**src/rtl/fa_pkg.sv**
```systemverilog
package fa_pkg;
    typedef enum logic [1:0] {
        ST_IDLE = 2'd0,
        ST_WAIT = 2'd1,
        ST_DONE = 2'd2
    } fa_state_e;
endpackage

```
**src/rtl/fa_stack.sv**
```systemverilog
module fa_stack #(
    parameter int N    = 32,
    parameter int FP_W = 5
) (
    input  logic            clk,
    input  logic            rst_n,
    input  logic            push_en,
    input  logic [FP_W-1:0] push_idx,
    input  logic            pop_en,
    output logic [FP_W-1:0] pop_idx,
    output logic            empty,
    input  logic [FP_W-1:0] chk_idx,
    output logic            chk_free
);
    localparam int SP_W = $clog2(N + 1);

    logic [FP_W-1:0] stk [N];
    logic [SP_W-1:0] sp;
    logic [N-1:0]    free_map;
    logic [FP_W-1:0] top_ptr;
    logic [FP_W-1:0] top_idx;

    assign top_ptr  = FP_W'(sp - SP_W'(1));
    assign top_idx  = (sp == '0) ? '0 : stk[top_ptr];
    assign empty    = (sp == '0);
    assign pop_idx  = push_en ? push_idx : top_idx;
    assign chk_free = free_map[chk_idx];

    always_ff @(posedge clk or negedge rst_n) begin
        if (!rst_n) begin
            for (int i = 0; i < N; i++) begin
                stk[i] <= FP_W'(N - 1 - i);
            end
            sp       <= SP_W'(N);
            free_map <= '1;
        end else begin
            unique case ({push_en, pop_en})
                2'b10: begin
                    stk[FP_W'(sp)]     <= push_idx;
                    sp                 <= sp + SP_W'(1);
                    free_map[push_idx] <= 1'b1;
                end
                2'b01: begin
                    sp                <= sp - SP_W'(1);
                    free_map[top_idx] <= 1'b0;
                end
                default: ;
            endcase
        end
    end

    p_no_overflow_r4: assert property (@(posedge clk) disable iff (!rst_n)
        (push_en && !pop_en) |-> (sp < SP_W'(N)));

    p_no_underflow_r6: assert property (@(posedge clk) disable iff (!rst_n)
        (pop_en && !push_en) |-> (sp != '0));

    p_pop_is_free_r3: assert property (@(posedge clk) disable iff (!rst_n)
        (pop_en && !push_en) |-> free_map[top_idx]);
endmodule

```
**src/rtl/fa_sync.sv**
```systemverilog
module fa_sync #(
    parameter int N     = 32,
    parameter int FP_W  = 5,
    parameter int IP_W  = 16,
    parameter int CNT_W = 4
) (
    input  logic             clk,
    input  logic             rst_n,
    input  logic             wr_en,
    input  logic [FP_W-1:0]  wr_idx,
    input  logic [IP_W-1:0]  wr_ip,
    input  logic [CNT_W-1:0] wr_cnt,
    input  logic             st_en,
    input  logic [FP_W-1:0]  st_idx,
    output logic             en_valid,
    output logic [FP_W-1:0]  en_fp,
    output logic [IP_W-1:0]  en_ip
);
    logic [IP_W-1:0]  hdr_ip  [N];
    logic [CNT_W-1:0] hdr_cnt [N];
    logic             hit;
    logic             last;

    assign hit  = st_en && !(wr_en && (wr_idx == st_idx)) && (hdr_cnt[st_idx] != '0);
    assign last = hit && (hdr_cnt[st_idx] == CNT_W'(1));

    always_ff @(posedge clk or negedge rst_n) begin
        if (!rst_n) begin
            for (int i = 0; i < N; i++) begin
                hdr_ip[i]  <= '0;
                hdr_cnt[i] <= '0;
            end
            en_valid <= 1'b0;
            en_fp    <= '0;
            en_ip    <= '0;
        end else begin
            en_valid <= last;
            en_fp    <= st_idx;
            en_ip    <= hdr_ip[st_idx];
            if (wr_en) begin
                hdr_ip[wr_idx]  <= wr_ip;
                hdr_cnt[wr_idx] <= wr_cnt;
            end
            if (hit) begin
                hdr_cnt[st_idx] <= hdr_cnt[st_idx] - CNT_W'(1);
            end
        end
    end

    p_enable_after_store_r8: assert property (@(posedge clk) disable iff (!rst_n)
        en_valid |-> $past(st_en));

    p_single_enable_r9: assert property (@(posedge clk) disable iff (!rst_n)
        (en_valid && $past(st_en) && st_en && (st_idx == $past(st_idx)) && !$past(wr_en)) |=> !en_valid);
endmodule

```
**src/rtl/frame_alloc_sync.sv**
```systemverilog
module frame_alloc_sync
    import fa_pkg::*;
#(
    parameter int NUM_FRAMES = 32,
    parameter int IP_W       = 16,
    parameter int CNT_W      = 4,
    parameter int OP_LAT     = 4,
    localparam int FP_W      = $clog2(NUM_FRAMES)
) (
    input  logic             clk,
    input  logic             rst_n,
    input  logic             alloc_req,
    input  logic [IP_W-1:0]  alloc_ip,
    input  logic [CNT_W-1:0] alloc_cnt,
    output logic             alloc_done,
    output logic [FP_W-1:0]  alloc_fp,
    output logic             alloc_stall,
    input  logic             free_req,
    input  logic [FP_W-1:0]  free_fp,
    output logic             free_done,
    output logic             free_err,
    input  logic             st_valid,
    input  logic [FP_W-1:0]  st_fp,
    output logic             en_valid,
    output logic [FP_W-1:0]  en_fp,
    output logic [IP_W-1:0]  en_ip
);
    localparam int WC_W = (OP_LAT > 4) ? $clog2(OP_LAT) : 2;
    localparam int AG_W = $clog2(OP_LAT + 1) + 1;
    localparam logic [FP_W:0] LIMIT = (FP_W + 1)'(NUM_FRAMES);

    fa_state_e       state_q, state_d;
    logic [WC_W-1:0] wait_cnt;
    logic            r_alloc, r_free, r_err;
    logic [FP_W-1:0] r_fp;

    logic            idle, in_range, free_ok, alloc_go, accept;
    logic            stk_empty, chk_free;
    logic [FP_W-1:0] pop_idx;

    assign idle     = (state_q == ST_IDLE);
    assign in_range = ({1'b0, free_fp} < LIMIT);
    assign free_ok  = idle && free_req && in_range && !chk_free;
    assign alloc_go = idle && alloc_req && (!stk_empty || free_ok);
    assign accept   = alloc_go || (idle && free_req);

    fa_stack #(.N(NUM_FRAMES), .FP_W(FP_W)) u_stack (
        .clk      (clk),
        .rst_n    (rst_n),
        .push_en  (free_ok),
        .push_idx (free_fp),
        .pop_en   (alloc_go),
        .pop_idx  (pop_idx),
        .empty    (stk_empty),
        .chk_idx  (free_fp),
        .chk_free (chk_free)
    );

    fa_sync #(.N(NUM_FRAMES), .FP_W(FP_W), .IP_W(IP_W), .CNT_W(CNT_W)) u_sync (
        .clk      (clk),
        .rst_n    (rst_n),
        .wr_en    (alloc_go),
        .wr_idx   (pop_idx),
        .wr_ip    (alloc_ip),
        .wr_cnt   (alloc_cnt),
        .st_en    (st_valid),
        .st_idx   (st_fp),
        .en_valid (en_valid),
        .en_fp    (en_fp),
        .en_ip    (en_ip)
    );

    always_comb begin
        state_d = state_q;
        unique case (state_q)
            ST_IDLE: if (accept) state_d = ST_WAIT;
            ST_WAIT: if (wait_cnt == WC_W'(OP_LAT - 3)) state_d = ST_DONE;
            ST_DONE: state_d = ST_IDLE;
            default: state_d = ST_IDLE;
        endcase
    end

    always_ff @(posedge clk or negedge rst_n) begin
        if (!rst_n) begin
            state_q  <= ST_IDLE;
            wait_cnt <= '0;
            r_alloc  <= 1'b0;
            r_free   <= 1'b0;
            r_err    <= 1'b0;
            r_fp     <= '0;
        end else begin
            state_q  <= state_d;
            wait_cnt <= (state_q == ST_WAIT) ? wait_cnt + WC_W'(1) : '0;
            if (accept) begin
                r_alloc <= alloc_go;
                r_free  <= free_req;
                r_err   <= free_req && !free_ok;
                r_fp    <= pop_idx;
            end
        end
    end

    always_comb begin
        alloc_done  = (state_q == ST_DONE) && r_alloc;
        free_done   = (state_q == ST_DONE) && r_free;
        free_err    = (state_q == ST_DONE) && r_free && r_err;
        alloc_fp    = r_fp;
        alloc_stall = idle && alloc_req && !alloc_go;
    end

    logic [AG_W-1:0] op_age;
    always_ff @(posedge clk or negedge rst_n) begin
        if (!rst_n)      op_age <= '0;
        else if (accept) op_age <= AG_W'(1);
        else if (!idle)  op_age <= op_age + AG_W'(1);
    end

    p_fixed_latency_r2: assert property (@(posedge clk) disable iff (!rst_n)
        (alloc_done || free_done) |-> (op_age == AG_W'(OP_LAT - 1)));

    p_stall_when_empty_r6: assert property (@(posedge clk) disable iff (!rst_n)
        alloc_stall |-> stk_empty);

    p_fresh_reuse_r7: assert property (@(posedge clk) disable iff (!rst_n)
        (alloc_go && free_ok) |-> (pop_idx == free_fp));

    p_done_one_cycle_r4: assert property (@(posedge clk) disable iff (!rst_n)
        (alloc_done || free_done) |=> !(alloc_done || free_done));
endmodule

```
**config.mk**
```make
export PLATFORM = sky130hd
export DESIGN_NAME = frame_alloc_sync
export DESIGN_NICKNAME = d
export VERILOG_FILES = /design/src/rtl/fa_pkg.sv /design/src/rtl/fa_stack.sv /design/src/rtl/fa_sync.sv /design/src/rtl/frame_alloc_sync.sv
export SDC_FILE = /design/constraint.sdc
export NUM_CORES = 1
export LEC_CHECK = 0
export BUFFER_PORTS_ARGS = -buffer_cell sky130_fd_sc_hd__buf_2
export CELL_PAD_IN_SITES_DETAIL_PLACEMENT = 1
export CELL_PAD_IN_SITES_GLOBAL_PLACEMENT = 1
export CORE_UTILIZATION = 54
export DETAILED_ROUTE_END_ITERATION = 8
export HOLD_SLACK_MARGIN = 0.15
export PLACE_DENSITY_LB_ADDON = 0.1
export SLEW_MARGIN = 20
export SYNTH_ARGS = -nofsm -noshare
export SYNTH_HDL_FRONTEND = slang
export SYNTH_SLANG_ARGS = --single-unit
```
**constraint.sdc**
```tcl
create_clock -name clk -period 5.8 [get_ports clk]
set_clock_uncertainty 0.2 [all_clocks]
set_input_delay 0.58 -clock clk [delete_from_list [all_inputs] [get_ports clk]]
set_output_delay 0.58 -clock clk [all_outputs]
set_load 0.03 [all_outputs]
```
# Word level (Yosys, flattened, before mapping)
# Index checks and enable logic that the tools add are counted.
dict set report totals {
  regBits 872
  out_inout_bits 31
  wordCells 205
}
dict set report op_classes {
  n_addsub 4
  magnitude_cmp 11
  eq_ne 9
  muxes 37
  bitwise_logic 7
  reduce_logical 30
}
# op count
set ops {}
lappend ops {{$bwmux 512} 1}
lappend ops {{$bwmux 128} 2}
lappend ops {{$mux 128} 2}
lappend ops {{$bwmux 160} 1}
lappend ops {{$bmux 16 s5} 1}
lappend ops {{$demux 16 s5} 1}
lappend ops {{$pmux 32 s2} 1}
lappend ops {{$mux 16} 3}
lappend ops {{$demux 4 s5} 2}
lappend ops {{$and 32x32->32} 1}
lappend ops {{$not 32->32} 1}
lappend ops {{$or 32x32->32} 1}
lappend ops {{$bmux 5 s5} 1}
lappend ops {{$demux 5 s5} 1}
lappend ops {{$mux 5} 5}
lappend ops {{$ge 6x6->1 const B} 4}
lappend ops {{$not 5->6} 4}
lappend ops {{$bmux 4 s5} 1}
lappend ops {{$logic_and 1x1->1} 18}
lappend ops {{$lt 6x1->1 const B} 3}
lappend ops {{$mux 4} 4}
lappend ops {{$lt 5x6->1 const B} 2}
lappend ops {{$pmux 6 s2} 1}
lappend ops {{$demux 1 s5} 2}
lappend ops {{other kinds (22)} 35}

# Longest topological paths before layout
dict set report logic_depth {
  word_depth 16
  ltp_mapped 18
}

# By module
# From an unflattened synthesis, not the netlist that was laid out.
dict set report hier_totals {
  cells_unflattened 2836
  area_unflattened_um2 41990.3
}
# module n_inst cells_per_inst area_per_inst_um2 seq_area_each_um2
set modules_own_cells {}
lappend modules_own_cells {fa_sync 1 2102 31580.3 16565.9}
lappend modules_own_cells {fa_stack 1 691 9885.7 5096.1}
lappend modules_own_cells {frame_alloc_sync 1 43 524.3 300.3}

# Worst setup path after synthesis
# No wires, ideal clock.
dict set report synth_timing {
  path_type {reg2reg}
  startpoint {register u_stack.sp[0]}
  endpoint {register u_sync.hdr_ip[384] in the netlist's numbering}
  setup_time_ps 125
  arrival_ps 3962
  required_ps 5475
  slack_ps 1514
  path_stages_with_launch 16
  path_buffers 4
  synth_period_minus_slack_ps 4286
  cell_sequence {dfrtp_1 > buf_2 > inv_2 > ha_1 > xor2_4 > buf_6 > buf_8 > mux4_2 > mux2_2 > nand3_1 > and4_1 > a31oi_1 > or2_2 > nor2_1 > buf_2 > mux2_2}
}
dict set report synth_between {
  elab_chain_len 13
  word_cells_on_any_way 18
  classes_between {add/sub: 1; order compare: 2; mux: 8; bitwise: 2; reduce/logical: 5}
}
# element line_no
set synth_lines {}
lappend synth_lines {{start: declaration} fa_stack.sv:18} ;# logic [SP_W-1:0] sp;
lappend synth_lines {{start signal: assignment} fa_stack.sv:34} ;# sp <= SP_W'(N);
lappend synth_lines {{start signal: assignment} fa_stack.sv:40} ;# sp <= sp + SP_W'(1);
lappend synth_lines {{start signal: assignment} fa_stack.sv:44} ;# sp <= sp - SP_W'(1);
lappend synth_lines {{$sub 6x1->6 (*)} n/a}
lappend synth_lines {{named net u_stack.top_ptr[0]} fa_stack.sv:20} ;# logic [FP_W-1:0] top_ptr;
lappend synth_lines {{$not 5->6 (not written as such) (*)} fa_stack.sv:24} ;# assign top_idx = (sp == '0) ? '0 : stk[top_ptr];
lappend synth_lines {{$bmux 5 s5 (*)} fa_stack.sv:24}
lappend synth_lines {{$mux 5 (not written as such) (*) (2 in a row)} fa_stack.sv:24}
lappend synth_lines {{$mux 5 (*)} fa_stack.sv:24}
lappend synth_lines {{$mux 5 (*)} fa_stack.sv:26} ;# assign pop_idx = push_en ? push_idx : top_idx;
lappend synth_lines {{$not 5->6 (not written as such) (*)} fa_sync.sv:41} ;# hdr_ip[wr_idx] <= wr_ip;
lappend synth_lines {{$ge 6x6->1 (not written as such) / $lt 6x1->1 (equally long branches)} fa_sync.sv:41}
lappend synth_lines {{$logic_and 1x1->1 (not written as such)} fa_sync.sv:41}
lappend synth_lines {{$mux 16 (not written as such)} fa_sync.sv:41}
lappend synth_lines {{$demux 16 s5 (*)} fa_sync.sv:41}
lappend synth_lines {{$bwmux 512 (*)} fa_sync.sv:41}
lappend synth_lines {{end signal: indexed assignment} fa_sync.sv:41}
lappend synth_lines {{end: declaration} fa_sync.sv:19} ;# logic [IP_W-1:0] hdr_ip [N];
# The timed path passes the listed nets; every way through them passes the cells marked *. The select of a mux whose other input is x is not followed.
# A chain may end at the register's enable or synchronous reset.

# Worst setup path in the final report
dict set report layout_timing {
  startpoint {register u_stack.sp[0]}
  endpoint {register u_sync.hdr_ip[114] in the netlist's numbering}
}
# The elaborated chain is that of the path after synthesis.

==> metrics.cfg <==
[status]
status=complete, no violations

[drt]
totalWireLength_mm=121.1
first_pass_iters=5
detail_route.iter0.violations=1974
detail_route.vias_per_cell=6.440
routed-via-count=25810
routedWlPerCell_um=30.20
drt_drc_violations_left=0
antenna_violating_nets_post_route=0

[critical_path]
cp_max_fo=16
cp.arrival_ns=5.26
timing.critical_path.to=u_sync.hdr_ip[114]
timing.critical_path.required_ns=6.12
worst_r2r_path_depth=13
ff2ff_setup_slack_ns=0.86
reg2reg_from=u_stack.sp[0]
worst-setup-path-type=register to register
worstReg2RegEnd=u_sync.hdr_ip[114]
worst_setup_end_kind=register
timing.critical_path.from_type=register
cp-startpoint=u_stack.sp[0]

[finish]
layout.nets=2946
utilization=0.6131
filler_cell_count=6921
area_occupied_by_registers_mm2=0.02196
antennaDiodeCount=0
final_common_cell=dfrtp_1
multiInputGateArea_mm2=0.01890
layout-drive-gt1-share=0.4496
layout.cells.most_common_list=759 x dfrtp_1, 634 x mux2_2, 299 x mux2i_1, 191 x mux4_2, 113 x dfstp_2
layout-area-overhead-vs-synth_pct=11.53

[timing]
tns_ns=0
final-setup-viol-count=0
finalHoldViolCount=0
finalCritPeriodShare=0.8521
timing_max_transition_violations_final=0
final_period_minus_worst_setup_slack_ns=4.942
rsz0062_at_grt=no
maxSlewHeadroom=0.3430
tightestPinTransition_ns=0.9819
fmax_mhz=202.3

[place]
place_hpwl_mm=73.30
io_buffers=65
gp_routability_congestion=0.8626

[synth]
largest_family_of_logic_cells_by_synthesized_area=multiplexers
synth-main-ff-cell=dfrtp_1
post_synth_num_cell_types=78
synth_area_mm2=0.04202
yosys_warnings=0
yosys_register_bits=872
synth_compound_area_frac=0.03522
synth_edf_count=0
synth_seq_area_share=0.5226
synth_area_leaders=dfrtp_1 45%, mux2_2 17%, mux4_2 10%
synthesized_area_fraction_occupied_by_xor_and_xnor_cells=0.003960
post_synth_and_or_nand_nor_area_fraction=0.05297
synth_largest_area_cell=dfrtp_1
synth_fp_nets=2935
ys_async_sr_fraction=1.000
synth_fa_ha_area_frac=0.002977
syn_area_per_cell_um2=14.54
post_synth_mux_area_share=0.3515
synth_cells=2890
post-synth-top-area-fraction=0.4520

[floorplan]
core-area_mm2=0.07645
die-area_mm2=0.07894
die_width_um=281.0
start_util=0.5497
rows=101
floorplan.io_pins=66
die_height_um=281.0

[min_path]
hp-class=register to register

[global_route]
first_pass_grt_wire_length_mm=187.0
grt-ovfl-total=0
number_of_global_route_vias_before_repair=28890
grt_util_all_layers=0.3181
grt_max_degree=172
initial_antenna_violation_count=1

[clock_tree]
ctsResizeCount=0
post-cts-setup-buffer-count=0
cts-root-to-sink-buffers=3
clk_root_buffer_cell=clkbuf_16
post_cts_hold_buffer_count=6
clk_pin_slew_ns=0.06
cts.sink_count=872
clock_latency_ns=0.65
cts_tree=built
cts_buffers=93
htree_num_levels=3

[power_and_ir_drop]
cell_leakage_power_nw=21.45
power_density_mw_per_mm2=491.6
ir_drop_uv=312.9

[job]
max_cap_violations=0

-- critical path: stages (launching register included) --
cell,delay (ns)
dfrtp_1,0.39
inv_2,0.16
ha_1,0.38
xor2_4,0.40
buf_4,0.33
mux4_2,0.54
nand3_1,0.12
nand4_1,0.21
o21bai_4,0.25
mux2i_4,0.12
nor3_2,0.61
nand2_1,0.47
buf_12,0.32
mux2_2,0.30
-- stage by stage --
stage	instance area (µm²)	power [mW]	std cells	hold slack (ns)	worst slack, ns
detailed placement	43580	16.78	3830	0.2372	0.6669
global route	46870	24.09	4008	0.2518	0.6070
finish	46870	23.04	4008	0.2399	0.8577
CTS	46860	23.12	4008	0.2449	0.8732
floorplan	42020	14.33	2890	0.08441	1.514
global placement	43580	16.23	3830	0.2223	0.6530
-- sequential cells by signal, summed over array words and instances, names as in the netlist --
signal and count:
alloc_fp 5, r_alloc 1, r_err 1, r_free 1, state_q 2, u_stack.free_map 32, u_stack.sp 6, u_stack.stk 160
u_sync.en_fp 5, u_sync.en_ip 16, u_sync.en_valid 1, u_sync.hdr_cnt 128, u_sync.hdr_ip 512, wait_cnt 2
-- power by group --
part	switching (mW)	internal, mW
combinational	3.97	3.42
clock	2.53	3.72
sequential	1.15	8.26
total	7.65	15.4
-- how the worst min path moves through the flow --
stage / startpoint / end / slack [ns] / cells after the start
5_1_grt: wait_cnt[0] / wait_cnt[0] / 0.25 / 1
6_report: wait_cnt[0] / wait_cnt[0] / 0.24 / 1
3_5_place_dp: wait_cnt[0] / wait_cnt[0] / 0.24 / 1
2_1_floorplan: rst_n / alloc_fp[0] / 0.08 / 0
3_3_place_gp: wait_cnt[0] / wait_cnt[0] / 0.22 / 1
4_1_cts: wait_cnt[0] / wait_cnt[0] / 0.24 / 1
-- layer usage --
layer  vias to the layer above  track usage  part of all wire
met2                       708       0.5199              0.49
met5                         -            0           0.00011
li1                      10740            -                 -
met1                     14110       0.4325              0.42
met4                         2       0.1146             0.037
met3                       250      0.04913             0.046
-- area by class of cell --
| cell class | count | area share |
|---|---|---|
| inverters | 13 | 0.001041 |
| repair buffers | 171 | 0.03099 |
| multi-input cells | 1750 | 0.4031 |
| well taps | 1030 | 0.02750 |
| clock inverters | 40 | 0.01060 |
| clock buffers | 132 | 0.05817 |
| flip-flops and latches | 872 | 0.4686 |
-- cells by family (layout without fill, tap and decap cells) --
family,after synthesis,after routing
buf+inv,268,356
compound gates,225,225
simple gates,350,350
xor+xnor,16,16
fa+ha+maj,10,10
flops,872,872
mux,1149,1149
-- synthesized netlist by cell type (all sizes together) (2+ instances only) --
master / n
dfrtp: 759
mux2: 654
mux2i: 302
mux4: 193
clkbuf: 141
buf: 114
dfstp: 113
nor2: 109
nand2: 84
a22oi: 80
a21oi: 74
nand3: 58
o21ai: 34
nand4: 23
nor3: 15
inv: 12
nor3b: 11
xnor2: 11
ha: 10
nand2b: 10
a31oi: 7
nand3b: 6
or2: 6
a22o: 5
nor4: 5
xor2: 5
a32oi: 4
and3b: 4
nor2b: 4
and2: 3
and4: 3
o22ai: 3
or3: 3
or3b: 3
a211oi: 2
a221oi: 2
a32o: 2
o2111ai: 2
o211ai: 2
No activity file was read; power rests on OpenSTA's default activity.
